### src/rtl/mbx_pkg.sv
package mbx_pkg;

    localparam int unsigned BYTE_W = 8;

    // local register window
    localparam logic [2:0] LSEL_DIN  = 3'd0;
    localparam logic [2:0] LSEL_DOUT = 3'd1;
    localparam logic [2:0] LSEL_SSET = 3'd2;
    localparam logic [2:0] LSEL_SCLR = 3'd3;
    localparam logic [2:0] LSEL_CTRL = 3'd4;

    // status bit positions
    localparam int unsigned ST_OBF  = 0;
    localparam int unsigned ST_IBF  = 1;
    localparam int unsigned ST_BUSY = 2;
    localparam int unsigned ST_CMD  = 3;
    localparam int unsigned ST_SCI  = 5;
    localparam int unsigned ST_SMI  = 6;

    // control bit positions
    localparam int unsigned CT_IFIE = 0;
    localparam int unsigned CT_OEIE = 1;

    typedef struct packed {
        logic [BYTE_W-1:0] in_byte;
        logic [BYTE_W-1:0] out_byte;
        logic              ibf;
        logic              obf;
        logic              cmd;
        logic              busy;
        logic              sci;
        logic              smi;
        logic [1:0]        ctrl;
    } mbx_state_t;

    typedef struct packed {
        logic wr_data;
        logic wr_cmd;
        logic rd_data;
        logic rd_cmd;
    } host_hit_t;

    typedef struct packed {
        logic din_rd;
        logic dout_wr;
        logic sset_wr;
        logic sclr_wr;
        logic ctrl_wr;
    } loc_hit_t;

    function automatic logic [BYTE_W-1:0] pack_status(input mbx_state_t s);
        logic [BYTE_W-1:0] b;
        b          = '0;
        b[ST_OBF]  = s.obf;
        b[ST_IBF]  = s.ibf;
        b[ST_BUSY] = s.busy;
        b[ST_CMD]  = s.cmd;
        b[ST_SCI]  = s.sci;
        b[ST_SMI]  = s.smi;
        return b;
    endfunction

endpackage

### src/rtl/mbx_host_dec.sv
module mbx_host_dec
    import mbx_pkg::*;
#(
    parameter int unsigned      ADDR_W  = 16,
    parameter logic [ADDR_W-1:0] BASE   = 16'h0200,
    parameter int unsigned      CMD_OFF = 4
) (
    input  logic [ADDR_W-1:0] addr,
    input  logic              wr,
    input  logic              rd,
    output host_hit_t         hit
);
    localparam logic [ADDR_W-1:0] CMD_ADDR = BASE + ADDR_W'(CMD_OFF);

    logic at_data;
    logic at_cmd;

    always_comb begin
        at_data     = (addr == BASE);
        at_cmd      = (addr == CMD_ADDR);
        hit.wr_data = wr && at_data;
        hit.wr_cmd  = wr && at_cmd;
        hit.rd_data = rd && at_data;
        hit.rd_cmd  = rd && at_cmd;
    end
endmodule

### src/rtl/mbx_local_dec.sv
module mbx_local_dec
    import mbx_pkg::*;
(
    input  logic [2:0] addr,
    input  logic       wr,
    input  logic       rd,
    output loc_hit_t   hit
);
    always_comb begin
        hit.din_rd  = rd && (addr == LSEL_DIN);
        hit.dout_wr = wr && (addr == LSEL_DOUT);
        hit.sset_wr = wr && (addr == LSEL_SSET);
        hit.sclr_wr = wr && (addr == LSEL_SCLR);
        hit.ctrl_wr = wr && (addr == LSEL_CTRL);
    end
endmodule

### src/rtl/mbx_core.sv
module mbx_core
    import mbx_pkg::*;
(
    input  logic              clk,
    input  logic              rst_n,
    input  host_hit_t         hh,
    input  loc_hit_t          lh,
    input  logic [BYTE_W-1:0] host_wdata,
    input  logic [BYTE_W-1:0] loc_wdata,
    output mbx_state_t        st
);
    mbx_state_t st_d;
    mbx_state_t st_q;

    logic host_fill;
    logic [2:0] flag_mask;

    always_comb begin
        st_d      = st_q;
        host_fill = hh.wr_data || hh.wr_cmd;
        flag_mask = {loc_wdata[ST_SMI], loc_wdata[ST_SCI], loc_wdata[ST_BUSY]};

        // inbound path: a host fill wins over a same-cycle drain
        if (host_fill) begin
            st_d.in_byte = host_wdata;
            st_d.ibf     = 1'b1;
            st_d.cmd     = hh.wr_cmd;
        end else if (lh.din_rd) begin
            st_d.ibf = 1'b0;
        end

        // outbound path: a local post wins over a same-cycle host drain
        if (lh.dout_wr) begin
            st_d.out_byte = loc_wdata;
            st_d.obf      = 1'b1;
        end else if (hh.rd_data) begin
            st_d.obf = 1'b0;
        end

        // local flags
        if (lh.sset_wr) begin
            st_d.busy = st_q.busy | flag_mask[0];
            st_d.sci  = st_q.sci  | flag_mask[1];
            st_d.smi  = st_q.smi  | flag_mask[2];
        end
        if (lh.sclr_wr) begin
            st_d.busy = st_q.busy & ~flag_mask[0];
            st_d.sci  = st_q.sci  & ~flag_mask[1];
            st_d.smi  = st_q.smi  & ~flag_mask[2];
        end

        if (lh.ctrl_wr) begin
            st_d.ctrl = loc_wdata[1:0];
        end
    end

    always_ff @(posedge clk or negedge rst_n) begin
        if (!rst_n) begin
            st_q <= '0;
        end else begin
            st_q <= st_d;
        end
    end

    assign st = st_q;
endmodule

### src/rtl/mbx_irq.sv
module mbx_irq
    import mbx_pkg::*;
(
    input  mbx_state_t st,
    output logic       irq_in_full,
    output logic       irq_out_empty
);
    always_comb begin
        irq_in_full   = st.ibf  && st.ctrl[CT_IFIE];
        irq_out_empty = !st.obf && st.ctrl[CT_OEIE];
    end
endmodule

### src/rtl/mbx_channel.sv
module mbx_channel
    import mbx_pkg::*;
#(
    parameter int unsigned       ADDR_W  = 16,
    parameter logic [ADDR_W-1:0] BASE    = 16'h0200,
    parameter int unsigned       CMD_OFF = 4
) (
    input  logic              clk,
    input  logic              rst_n,
    input  logic [ADDR_W-1:0] host_addr,
    input  logic              host_wr,
    input  logic              host_rd,
    input  logic [7:0]        host_wdata,
    output logic [7:0]        host_rdata,
    input  logic [2:0]        loc_addr,
    input  logic              loc_wr,
    input  logic              loc_rd,
    input  logic [7:0]        loc_wdata,
    output logic [7:0]        loc_rdata,
    output logic              irq_in_full,
    output logic              irq_out_empty
);
    host_hit_t   hh;
    loc_hit_t    lh;
    mbx_state_t  st;
    logic [7:0]  stat_byte;
    logic [7:0]  in_byte;

    mbx_host_dec #(
        .ADDR_W (ADDR_W),
        .BASE   (BASE),
        .CMD_OFF(CMD_OFF)
    ) u_hdec (
        .addr(host_addr),
        .wr  (host_wr),
        .rd  (host_rd),
        .hit (hh)
    );

    mbx_local_dec u_ldec (
        .addr(loc_addr),
        .wr  (loc_wr),
        .rd  (loc_rd),
        .hit (lh)
    );

    mbx_core u_core (
        .clk       (clk),
        .rst_n     (rst_n),
        .hh        (hh),
        .lh        (lh),
        .host_wdata(host_wdata),
        .loc_wdata (loc_wdata),
        .st        (st)
    );

    mbx_irq u_irq (
        .st           (st),
        .irq_in_full  (irq_in_full),
        .irq_out_empty(irq_out_empty)
    );

    always_comb begin
        stat_byte = pack_status(st);
        in_byte   = st.in_byte;

        if (hh.rd_data) begin
            host_rdata = st.out_byte;
        end else if (hh.rd_cmd) begin
            host_rdata = stat_byte;
        end else begin
            host_rdata = '0;
        end

        loc_rdata = '0;
        if (loc_rd) begin
            unique case (loc_addr)
                LSEL_DIN:  loc_rdata = st.in_byte;
                LSEL_SSET: loc_rdata = stat_byte;
                LSEL_CTRL: loc_rdata = {6'b0, st.ctrl};
                default:   loc_rdata = '0;
            endcase
        end
    end
endmodule

### config.mk
export PLATFORM = sky130hd
export DESIGN_NAME = mbx_channel
export DESIGN_NICKNAME = d
export VERILOG_FILES = /design/src/rtl/mbx_pkg.sv /design/src/rtl/mbx_host_dec.sv /design/src/rtl/mbx_local_dec.sv /design/src/rtl/mbx_core.sv /design/src/rtl/mbx_irq.sv /design/src/rtl/mbx_channel.sv
export SDC_FILE = /design/constraint.sdc
export NUM_CORES = 1
export LEC_CHECK = 0
export CAP_MARGIN = 20
export CELL_PAD_IN_SITES_DETAIL_PLACEMENT = 0
export CELL_PAD_IN_SITES_GLOBAL_PLACEMENT = 1
export CORE_ASPECT_RATIO = 1.25
export CORE_UTILIZATION = 30
export CTS_CLUSTER_DIAMETER = 50
export CTS_CLUSTER_SIZE = 14
export DETAILED_ROUTE_END_ITERATION = 7
export DONT_BUFFER_PORTS = 1
export GPL_ROUTABILITY_DRIVEN = 0
export PLACE_DENSITY = 0.66
export SYNTH_ARGS = -nofsm -noshare
export SYNTH_HDL_FRONTEND = slang
export SYNTH_SLANG_ARGS = --single-unit
### constraint.sdc
create_clock -name clk -period 1.9 [get_ports clk]
set_clock_uncertainty 0.2 [all_clocks]
set_input_delay 0.095 -clock clk [delete_from_list [all_inputs] [get_ports clk]]
set_output_delay 0.095 -clock clk [all_outputs]
set_load 0.02 [all_outputs]
==> results of run 1 <==
critical path, cell delays in order:
cell and delay [ps]:
sky130_fd_sc_hd__dlygate4sd3_1 530, sky130_fd_sc_hd__or3b_2 520, sky130_fd_sc_hd__nor2_1 140, sky130_fd_sc_hd__and2_1 270
worst min path at each step:
stage | start | to | slack (ps) | cells past startpoint
finish | loc_addr[0] | u_core.st[7]$_DFFE_PN0P_ | -8 | 3
floorplan | rst_n | asynchronous set/reset pin | -400 | 0
CTS | loc_addr[0] | u_core.st[7]$_DFFE_PN0P_ | -3 | 3
global placement | rst_n | u_core.st[19]$_DFFE_PN0P_ | -400 | 0
global route | loc_addr[2] | u_core.st[6]$_DFFE_PN0P_ | 5 | 4
detailed placement | rst_n | u_core.st[18]$_DFFE_PN0P_ | -400 | 0
repair_timing:
| action | CTS | global route |
|---|---|---|
| endpoints found under the hold margin | 48 | 3 |
| buffers inserted | 0 | 0 |
| hold buffers | 31 | 1 |
cell families after synthesis:
| kind of cell | after synthesis | share of synthesized area [%] |
|---|---|---|
| DFF | 24 | 45.85 |
| AOI/OAI and AO/OA | 10 | 5.540 |
| muxes | 31 | 25.50 |
| buffers and inverters | 7 | 2.005 |
| and+or+nand+nor | 39 | 21.11 |
layout make-up:
class                   count  area [um2]
multi-input cells          80       689.4
well taps                  56       70.07
clock buffers               3       41.29
fillers                   426        2308
inverters                   1       3.754
repair buffers             44       417.9
flip-flops and latches     24       600.6
metrics by stage:
step                setup WS, ps  area [um2]
CTS                        30.37        1798
floorplan                 -198.6        1310
global placement           95.28        1446
global route               5.009        1823
finish                     48.65        1823
detailed placement         68.64        1446
metal layers:
layer  global-route usage, %  part of all wire (%)  wire length, um  vias to the layer above
met4                   5.303                   1.1               38                        0
met1                   15.78                    37             1232                      501
met5                       0                     0                0                        -
li1                        -                     -                -                      509
met3                   2.886                   6.9              229                        4
met2                   30.56                    55             1815                       51
placed cells by master (no fill, tap or decap), drive strengths merged:
cell type and instances:
a31oi 3, nand2b 3, nor3b 1, nor4bb 2, o21ai 1, dfrtp 24
nor2 7, and3b 2, nand2 1, buf 12, a41oi 3, dlygate4sd3 32
mux2i 12, clkbuf 3, inv 1, mux2 19, or2 1, or4 2
nor2b 2, and2 3, a21oi 1, or4b 3, o2bb2ai 2, or3b 1
nor4 11
power by group:
group / internal (W) / leakage (nW) / switching [W]
Combinational: 0.000144 / 0.454 / 0.0000765
Clock: 0.000141 / 0.0216 / 0.000144
Sequential: 0.000572 / 0.302 / 0.0000401
Total: 0.000857 / 0.778 / 0.000261
==> impl_results.md, run 1 <==
- Via count normalized by instance count: slightly above 5
- Critical path fanouts, max: 6
- Overall Power: 0.001118 W
- IO Port Bufs: 0
- Drt drc: 0
- Number of synthesis warnings: 0
- Leakage power: a little under 0.8 nW
- Total negative slack for setup checks: 0 ps
- Antenna violation net count after detailed routing: 0
- Sort of element at the end of the critical path: output pin
- Achievable frequency: 0.5401 GHz
- Capture point of the worst reg-to-reg path: u_core.st[1]$_DFFE_PN0P_
- Number of synthesized flops with an enable pin: 0
- Synthesized area per cell: around 12 um2
- Pins Over Slew Limit: 0
- Timing startpoint of the critical path: loc_addr[2]
- Fraction of final layout cells with drive strength greater than 1: between 20% and 30%
- Post-Syn Area: 0.001310 mm2
- Number of antenna violations at the first check in global routing: 0
- DRC marker count from the first detailed-route iteration: 25
- Wire length of the first global-routing pass: a little over 5000 um
- Die extent in x: between 60 and 70 um
- # setup viols final: 0
- Initial core utilization: between 30% and 40%
- Worst R2R Setup Slack: between 300 and 400 ps
- # rows: 26
- Antenna cell count: 0
- FF-to-FF path depth: 2
- Core Area: between 0.004 and 0.005 mm2
- Number of storage elements in the synthesis netlist: 24
- Cell accounting for the most synthesized area: sky130_fd_sc_hd__dfrtp_1
- Hold WS: -7.555 ps
- Routed len/inst: about 16 um
- Via count of the first global-routing pass: ~1,100
- Peak VDD IR: 0.3183 mV
- Die Area: between 0.004 and 0.005 mm2
- GR Util All Layers: between 10% and 20%
- Crit Path Category: in2out
- Leading cell types by count after synthesis: 24 x sky130_fd_sc_hd__dfrtp_1, 19 x sky130_fd_sc_hd__mux2_2, 12 x sky130_fd_sc_hd__mux2i_1
- Overall die height: ~76 um
- Number of max-capacitance violations reported: 0
- Outcome: finished with violations
- Cells after DPL: 172
- Top cell type's share of synthesized area: a little under half
- Most common cell in the netlist: sky130_fd_sc_hd__dfrtp_1
- Count of different cell masters after synthesis: 25
- Final hold violation count: 1
- Most used flip-flop cell after synthesis: sky130_fd_sc_hd__dfrtp_1
- Slew at the pin closest to its max-slew limit: roughly 400 ps
- Number of gates resized after cts: 0
- H-tree depth reported by CTS: 1
- Area Growth Syn to Fin: 39.16%
- Buffer cell driving the clock tree root: sky130_fd_sc_hd__clkbuf_8
- Total clock sinks: 24
- Minimum clock period after layout: 1851 ps
- Synthesized instance count: about 110
- CP Launch Type: input port
- First drt pass iteration count: 4
- Nets: 195
- Clock buffer count from CTS: 3
- Classification of the worst-slack hold path: in2reg
- Syn nets: 152
- Violated checks: hold timing
- Maximum number of pins on one net before global-route repair: 25
- Total power per unit cell area: 613.1 mW/mm2
- Fraction of the yosys area taken by sequential cells: between 40% and 50%
- Relative slew slack: roughly 73%
- Wire length after detailed routing: 3315 um
- CP Data Arrival Time: around 1600 ps
- Cells taking the most area after synthesis: sky130_fd_sc_hd__dfrtp_1 46%, sky130_fd_sc_hd__mux2_2 16%, sky130_fd_sc_hd__mux2i_1 9.2%
- Number of top-level pins: between 50 and 60
- Total gr overflow: 0
- Buffer depth of the longest clock path: 2
- Clock latency on the worst-skew pair: around 260 ps
- Final std cells w/o fill: roughly 210
- Worst Setup EP: loc_rdata[7]
- Portion of the clock cycle consumed by the worst path in the final layout: a little over nine tenths
- Critical R2R Launch: u_core.st[1]$_DFFE_PN0P_
- Total vias in the final route: between 1,000 and 1,500
- Unrepaired setup endpoints after global routing: false
- Final core utilization: about 44%
- Asr flop ratio synth: 100.0%
- Clock transition at path regs: roughly 70 ps
- Worst EP required: roughly 1600 ps
- TritonCTS clock tree: done
Note: power is estimated with default switching activity, not from simulation.
==> run 2: changes to the inputs <==
Settings changed: BUFFER_PORTS_ARGS from default to -buffer_cell sky130_fd_sc_hd__buf_2, CAP_MARGIN 20 to default, DONT_BUFFER_PORTS 1 to default, PLACE_DENSITY 0.66 to 0.81.
==> impl_results.md, run 2 (same netlist as run 1, synthesis figures left out) <==
- Number of top-level pins: 59
- Hold WS: approximately 42 ps
- DRC marker count from the first detailed-route iteration: 29
- Clock latency on the worst-skew pair: ~260 ps
- Buffer cell driving the clock tree root: sky130_fd_sc_hd__clkbuf_8
- Overall die height: 75.88 um
- Final hold violation count: 0
- Initial core utilization: a little under a third
- # setup viols final: 0
- Clock buffer count from CTS: 3
- Wire length of the first global-routing pass: ~5300 um
- Area Growth Syn to Fin: 50.53%
- Relative slew slack: 64.17%
- Core Area: between 0.004 and 0.005 mm2
- # rows: 26
- Die extent in x: just over 60 um
- Total clock sinks: 24
- Maximum number of pins on one net before global-route repair: 25
- Post-CTS setup buffer count: 0
- Total gr overflow: 0
- Routed len/inst: roughly 14 um
- Wire length after detailed routing: between 3000 and 4000 um
- Drt drc: 0
- Commonest non-fill, non-tap cell in the layout: sky130_fd_sc_hd__buf_2
- Setup WS pre-CTS: -41.40 ps
- Number of max-capacitance violations reported: 0
- Slew at the pin closest to its max-slew limit: 537.4 ps
- TritonCTS clock tree: done
- Antenna cell count: 0
- Total vias in the final route: 1,192
- Portion of the clock cycle consumed by the worst path in the final layout: a little over nine tenths
- Cell occurring most often along the worst timing path: sky130_fd_sc_hd__buf_2
- H-tree depth reported by CTS: 1
- Via count of the first global-routing pass: around 1,200
- Classification of the worst-slack hold path: in2reg
- Worst hold endpoint: u_core.st[6]$_DFFE_PN0P_
- GR Util All Layers: between 15 and 20%
- First drt pass iteration count: 4
- Min-Delay Path Depth: 3
- Timing startpoint of the critical path: host_addr[1]
- CP Data Arrival Time: about 1500 ps
- Crit path cell chain: buf_2, or4_4, or2_4, nor4_1, buf_2
- FF-to-FF path depth: 3
- Overall Power: 0.001199 W
- Startpoint of the most critical hold path: host_addr[2]
- Via count normalized by instance count: around 4.8
- Cells after DPL: between 200 and 250
- IO Port Bufs: 58
- Die Area: 0.004637 mm2
- Sort of element at the end of the critical path: output pin
- Peak VDD IR: ~0.36 mV
- Antenna violation net count after detailed routing: 0
- Minimum clock period after layout: around 1800 ps
- Post-layout instance area: 0.001972 mm2
- Final worst slack: between 60 and 70 ps
- Outcome: complete, no violations
- Slowest stage cell on the critical path: sky130_fd_sc_hd__or4_4
- Final std cells w/o fill: ~250
- Worst R2R Setup Slack: about 370 ps
- Leakage power: between 0.9 and 1 nW
- Unrepaired setup endpoints after global routing: true
- Total power per unit cell area: a little over 600 mW/mm2
- Longest individual stage delay on the worst path: around 560 ps
- Nets: between 200 and 250
- Critical path fanouts, max: 8
- Pins Over Slew Limit: 0
- Crit Path Category: in2out
- Commonest cells after routing, fill and taps aside: 58 x sky130_fd_sc_hd__buf_2, 24 x sky130_fd_sc_hd__dfrtp_1, 20 x sky130_fd_sc_hd__dlygate4sd3_1, 19 x sky130_fd_sc_hd__mux2_2, 12 x sky130_fd_sc_hd__mux2i_1
- Achievable frequency: between 0.5 and 0.6 GHz
- CP Launch Type: input port
- Number of antenna violations at the first check in global routing: 0
- Worst EP required: roughly 1600 ps
- Fraction of final layout cells with drive strength greater than 1: 50.00%
- Hpwl dp: 2532 um
- Post-Place Cell Area: 0.001689 mm2
- Clock transition at path regs: approximately 80 ps
- Buffer depth of the longest clock path: 2
run 2: routing by layer:
metal / up-vias / wire [um] / GRT usage [%]
li1: 580 / - / -
met4: 0 / 40 / 5.303
met1: 555 / 1493 / 20.13
met5: - / 0 / 0
met2: 53 / 1585 / 26.81
met3: 4 / 211 / 1.868
run 2: repair_timing:
action,CTS,global route
endpoints found under the hold margin,45,0
endpoints found under the setup margin,5,2
hold buffers,20,0
gates resized for setup,3,2
run 2: worst max-delay path by stage:
stage                                to  slack (ps)  cells after the start
after detailed placement  host_rdata[0]         -40                      5
after global placement    host_rdata[0]         -30                      5
after global routing      host_rdata[2]          -4                      5
final                     host_rdata[2]          70                      5
after CTS                 host_rdata[2]          60                      5
after floorplan           host_rdata[0]        -200                      4
run 2: worst max-delay path: cells and delay by family:
family                 cells  cell delay (ps)
buffers and inverters      2              320
and+or+nand+nor            3             1130
run 2: where the power goes:
group / switching [W] / leakage [nW] / total (W) / internal (W)
Combinational: 0.000101 / 0.617 / 0.000254 / 0.000152
Sequential: 0.0000382 / 0.302 / 0.000610 / 0.000572
Clock: 0.000151 / 0.0288 / 0.000336 / 0.000185
Total: 0.000291 / 0.948 / 0.00120 / 0.000909
run 2: final cells by class:
cell class / count / area (um2)
Timing Repair Buffer: 81 / 525.5
Fill cell: 388 / 2160
Sequential cell: 24 / 600.6
Clock buffer: 4 / 55.05
Multi-Input combinational cell: 80 / 716.9
Tap cell: 56 / 70.07
Inverter: 1 / 3.754
run 2: metrics by stage:
step	util, %	TNS (ps)
after floorplan	-	-1589
after detailed placement	40.88	-284.3
final	47.73	0
after global placement	40.88	-167.6
after CTS	47.43	0
after global routing	47.73	-3.612
==> run 3: changes to the inputs <==
Settings changed: ABC_AREA from default to 1, PLACE_DENSITY 0.81 to 0.87.
==> impl_results.md, run 3 <==
- Outcome: complete, no violations
- Fraction of final layout cells with drive strength greater than 1: 28.57%
- WL met3: 91 um
- Top cell type's share of synthesized area: approximately 46%
- Antenna violation net count after detailed routing: 0
- Cell accounting for the most synthesized area: sky130_fd_sc_hd__dfrtp_1
- Via count of the first global-routing pass: 1,281
- Buffer cell driving the clock tree root: sky130_fd_sc_hd__clkbuf_8
- # rows: 26
- Total gr overflow: 0
- H-tree depth reported by CTS: 1
- Core Area: 0.004131 mm2
- Area Growth Syn to Fin: 47.83%
- Cells taking the most area after synthesis: sky130_fd_sc_hd__dfrtp_1 46%, sky130_fd_sc_hd__nand2_1 18%, sky130_fd_sc_hd__nor2_1 6.1%
- Total clock sinks: 24
- Routed wire length on met2: between 1500 and 2000 um
- Die Area: 0.004603 mm2
- Number of top-level pins: a little under 60
- Hpwl dp: 2462 um
- Power share of the clock group: about 36%
- Synthesized instance count: ~180
- Switching part of the total: 22.99%
- Wire length after detailed routing: around 3200 um
- Most common cell in the netlist: sky130_fd_sc_hd__nand2_1
- Leading cell types by count after synthesis: 63 x sky130_fd_sc_hd__nand2_1, 24 x sky130_fd_sc_hd__dfrtp_1, 21 x sky130_fd_sc_hd__nor2_1
- Hold WS: about 8.9 ps
- Portion of the clock cycle consumed by the worst path in the final layout: between 70% and 80%
- Number of hold buffers added after CTS: 19
- TritonCTS clock tree: done
- Synthesized area per cell: between 7 and 8 um2
- Relative slew slack: a little under two thirds
- Initial core utilization: 31.47%
- First drt pass iteration count: 4
- Final hold violation count: 0
- Routed length on met1: 1422 um
- CP Data Arrival Time: 1190 ps
- Nets: between 300 and 400
- Sort of element at the end of the critical path: output pin
- Leakage power: 1.043 nW
- Internal power: approximately 0.00094 W
- Portion of total power attributed to combinational logic: 15.3%
- Setup WS pre-CTS: approximately 400 ps
- CP Launch Type: input port
- Fill cell total of the finished layout: between 400 and 500
- Antenna cell count: 0
- Number of max-capacitance violations reported: 0
- Wire length of the first global-routing pass: roughly 5400 um
- Most used flip-flop cell after synthesis: sky130_fd_sc_hd__dfrtp_1
- DRC marker count from the first detailed-route iteration: 58
- Achievable frequency: around 0.67 GHz
- Share of power burned in registers: between 40% and 50%
- Minimum clock period after layout: around 1500 ps
- Overall Power: between 0.001 and 0.0015 W
- Final core utilization: between 40% and 50%
- Post-CTS setup buffer count: 0
- Clock latency on the worst-skew pair: between 200 and 300 ps
- Classification of the worst-slack hold path: in2reg
- Number of gates resized after cts: 0
- Slew at the pin closest to its max-slew limit: 544.9 ps
- Footprint of the flip-flops and latches: approximately 600 um2
- Syn nets: 220
- IO Port Bufs: slightly below 60
- Final worst slack: about 410 ps
- Number of synthesized flops with an enable pin: 0
- # setup viols final: 0
- Maximum number of pins on one net before global-route repair: 25
- Commonest non-fill, non-tap cell in the layout: sky130_fd_sc_hd__nand2_1
- Total power per unit cell area: between 600 and 700 mW/mm2
- Die extent in x: between 60 and 70 um
- Commonest cells after routing, fill and taps aside: 63 x sky130_fd_sc_hd__nand2_1, 58 x sky130_fd_sc_hd__buf_2, 24 x sky130_fd_sc_hd__dfrtp_1, 21 x sky130_fd_sc_hd__nor2_1
- Combined area of the multi-input logic cells: 601.8 um2
- Pins Over Slew Limit: 0
- Routed len/inst: between 10 and 15 um
- Buffer depth of the longest clock path: 2
- Peak VDD IR: around 0.26 mV
- Clock buffer count from CTS: 3
- Total negative slack for setup checks: 0 ps
- Critical path fanouts, max: 8
- Unrepaired setup endpoints after global routing: false
- Number of synthesis warnings: 0
- Clock transition at path regs: ~80 ps
- Overall die height: ~76 um
- Switch Pwr: 0.0002814 W
- Count of different cell masters after synthesis: 17
- Post-Syn Area: 0.001300 mm2
- GR Util All Layers: ~15%
- Number of storage elements in the synthesis netlist: 24
- Number of antenna violations at the first check in global routing: 0
- Crit Path Category: in2out
- Total vias in the final route: around 1,300
- Worst EP required: between 1500 and 2000 ps
- Fraction of the yosys area taken by sequential cells: between 40% and 50%
- Asr flop ratio synth: 100.0%
- Via count normalized by instance count: 4.283
- Uppermost layer routed: met4
- Drt drc: 0
## run 3: changes by cell type in the layout (fill, tap and decap cells not counted), sizes merged, moves of 5 or more
cell	change
nand2	+63
inv	+21
mux2	-18
nor2	+16
nand3	+15
o21ai	+13
mux2i	-11
nor4	-11
a21oi	+5
## run 3: cell type report
cell class / count / share of cell area, %
clock inverters: 1 / 1.563
multi-input cells: 130 / 31.32
repair buffers: 79 / 25.78
flip-flops and latches: 24 / 31.25
well taps: 56 / 3.646
clock buffers: 3 / 2.148
inverters: 22 / 4.297
## run 3: final timing paths
| check | startpoint | endpoint | slack (ps) | cells past startpoint |
|---|---|---|---|---|
| min | loc_addr[0] | register | 9 | 3 |
| min in group asynchronous | rst_n | u_core.st[10]$_DFFE_PN0P_ | 140 | 2 |
| max | host_addr[15] | host_rdata[6] | 410 | 9 |
| min reg2reg | u_core.st[13]$_DFFE_PN0P_ | u_core.st[13]$_DFFE_PN0P_ | 300 | 2 |
| max in group asynchronous | rst_n | u_core.st[22]$_DFFE_PN0P_ | 990 | 2 |
| max reg2reg | u_core.st[11]$_DFFE_PN0P_ | u_core.st[11]$_DFFE_PN0P_ | 910 | 1 |
## run 3: critical path, stage by stage
cell                      delay (ps)
sky130_fd_sc_hd__buf_2           100
sky130_fd_sc_hd__nor2_1           90
sky130_fd_sc_hd__nand2_1          70
sky130_fd_sc_hd__nor2_2          180
sky130_fd_sc_hd__nand2_2         130
sky130_fd_sc_hd__nor2_4          190
sky130_fd_sc_hd__nand2_1          70
sky130_fd_sc_hd__o21ai_1          90
sky130_fd_sc_hd__buf_2           190
## run 3: cells by family after synthesis
logic type | after synthesis | synth area share, %
AO/OA/AOI/OAI | 22 | 8.855
AND/OR/NAND/NOR | 106 | 35.80
multiplexers | 2 | 1.636
flip-flops | 24 | 46.20
buffers and inverters | 25 | 7.507
## run 3: metrics by stage
stage          area, um2  instances
2_1_floorplan       1300        179
3_3_place_gp        1660        292
3_5_place_dp        1660        292
4_1_cts             1922        315
5_1_grt             1922        315
6_report            1922        315
## run 3: per-layer routing
metal,GRT usage [%],vias to the layer above
met5,0,-
met4,3.788,0
met3,2.037,4
met2,28.08,32
met1,18.64,595
li1,-,718
## run 3: power by group through the flow
stage / Sequential [W] / Clock (W) / Combinational (W)
finish: 0.000595 / 0.000442 / 0.000187
floorplan: 0.000597 / 0 / 0.0000845
detailed placement: 0.000606 / 0 / 0.000159
CTS: 0.000595 / 0.000456 / 0.000190
global route: 0.000603 / 0.000468 / 0.000214
global placement: 0.000605 / 0 / 0.000155
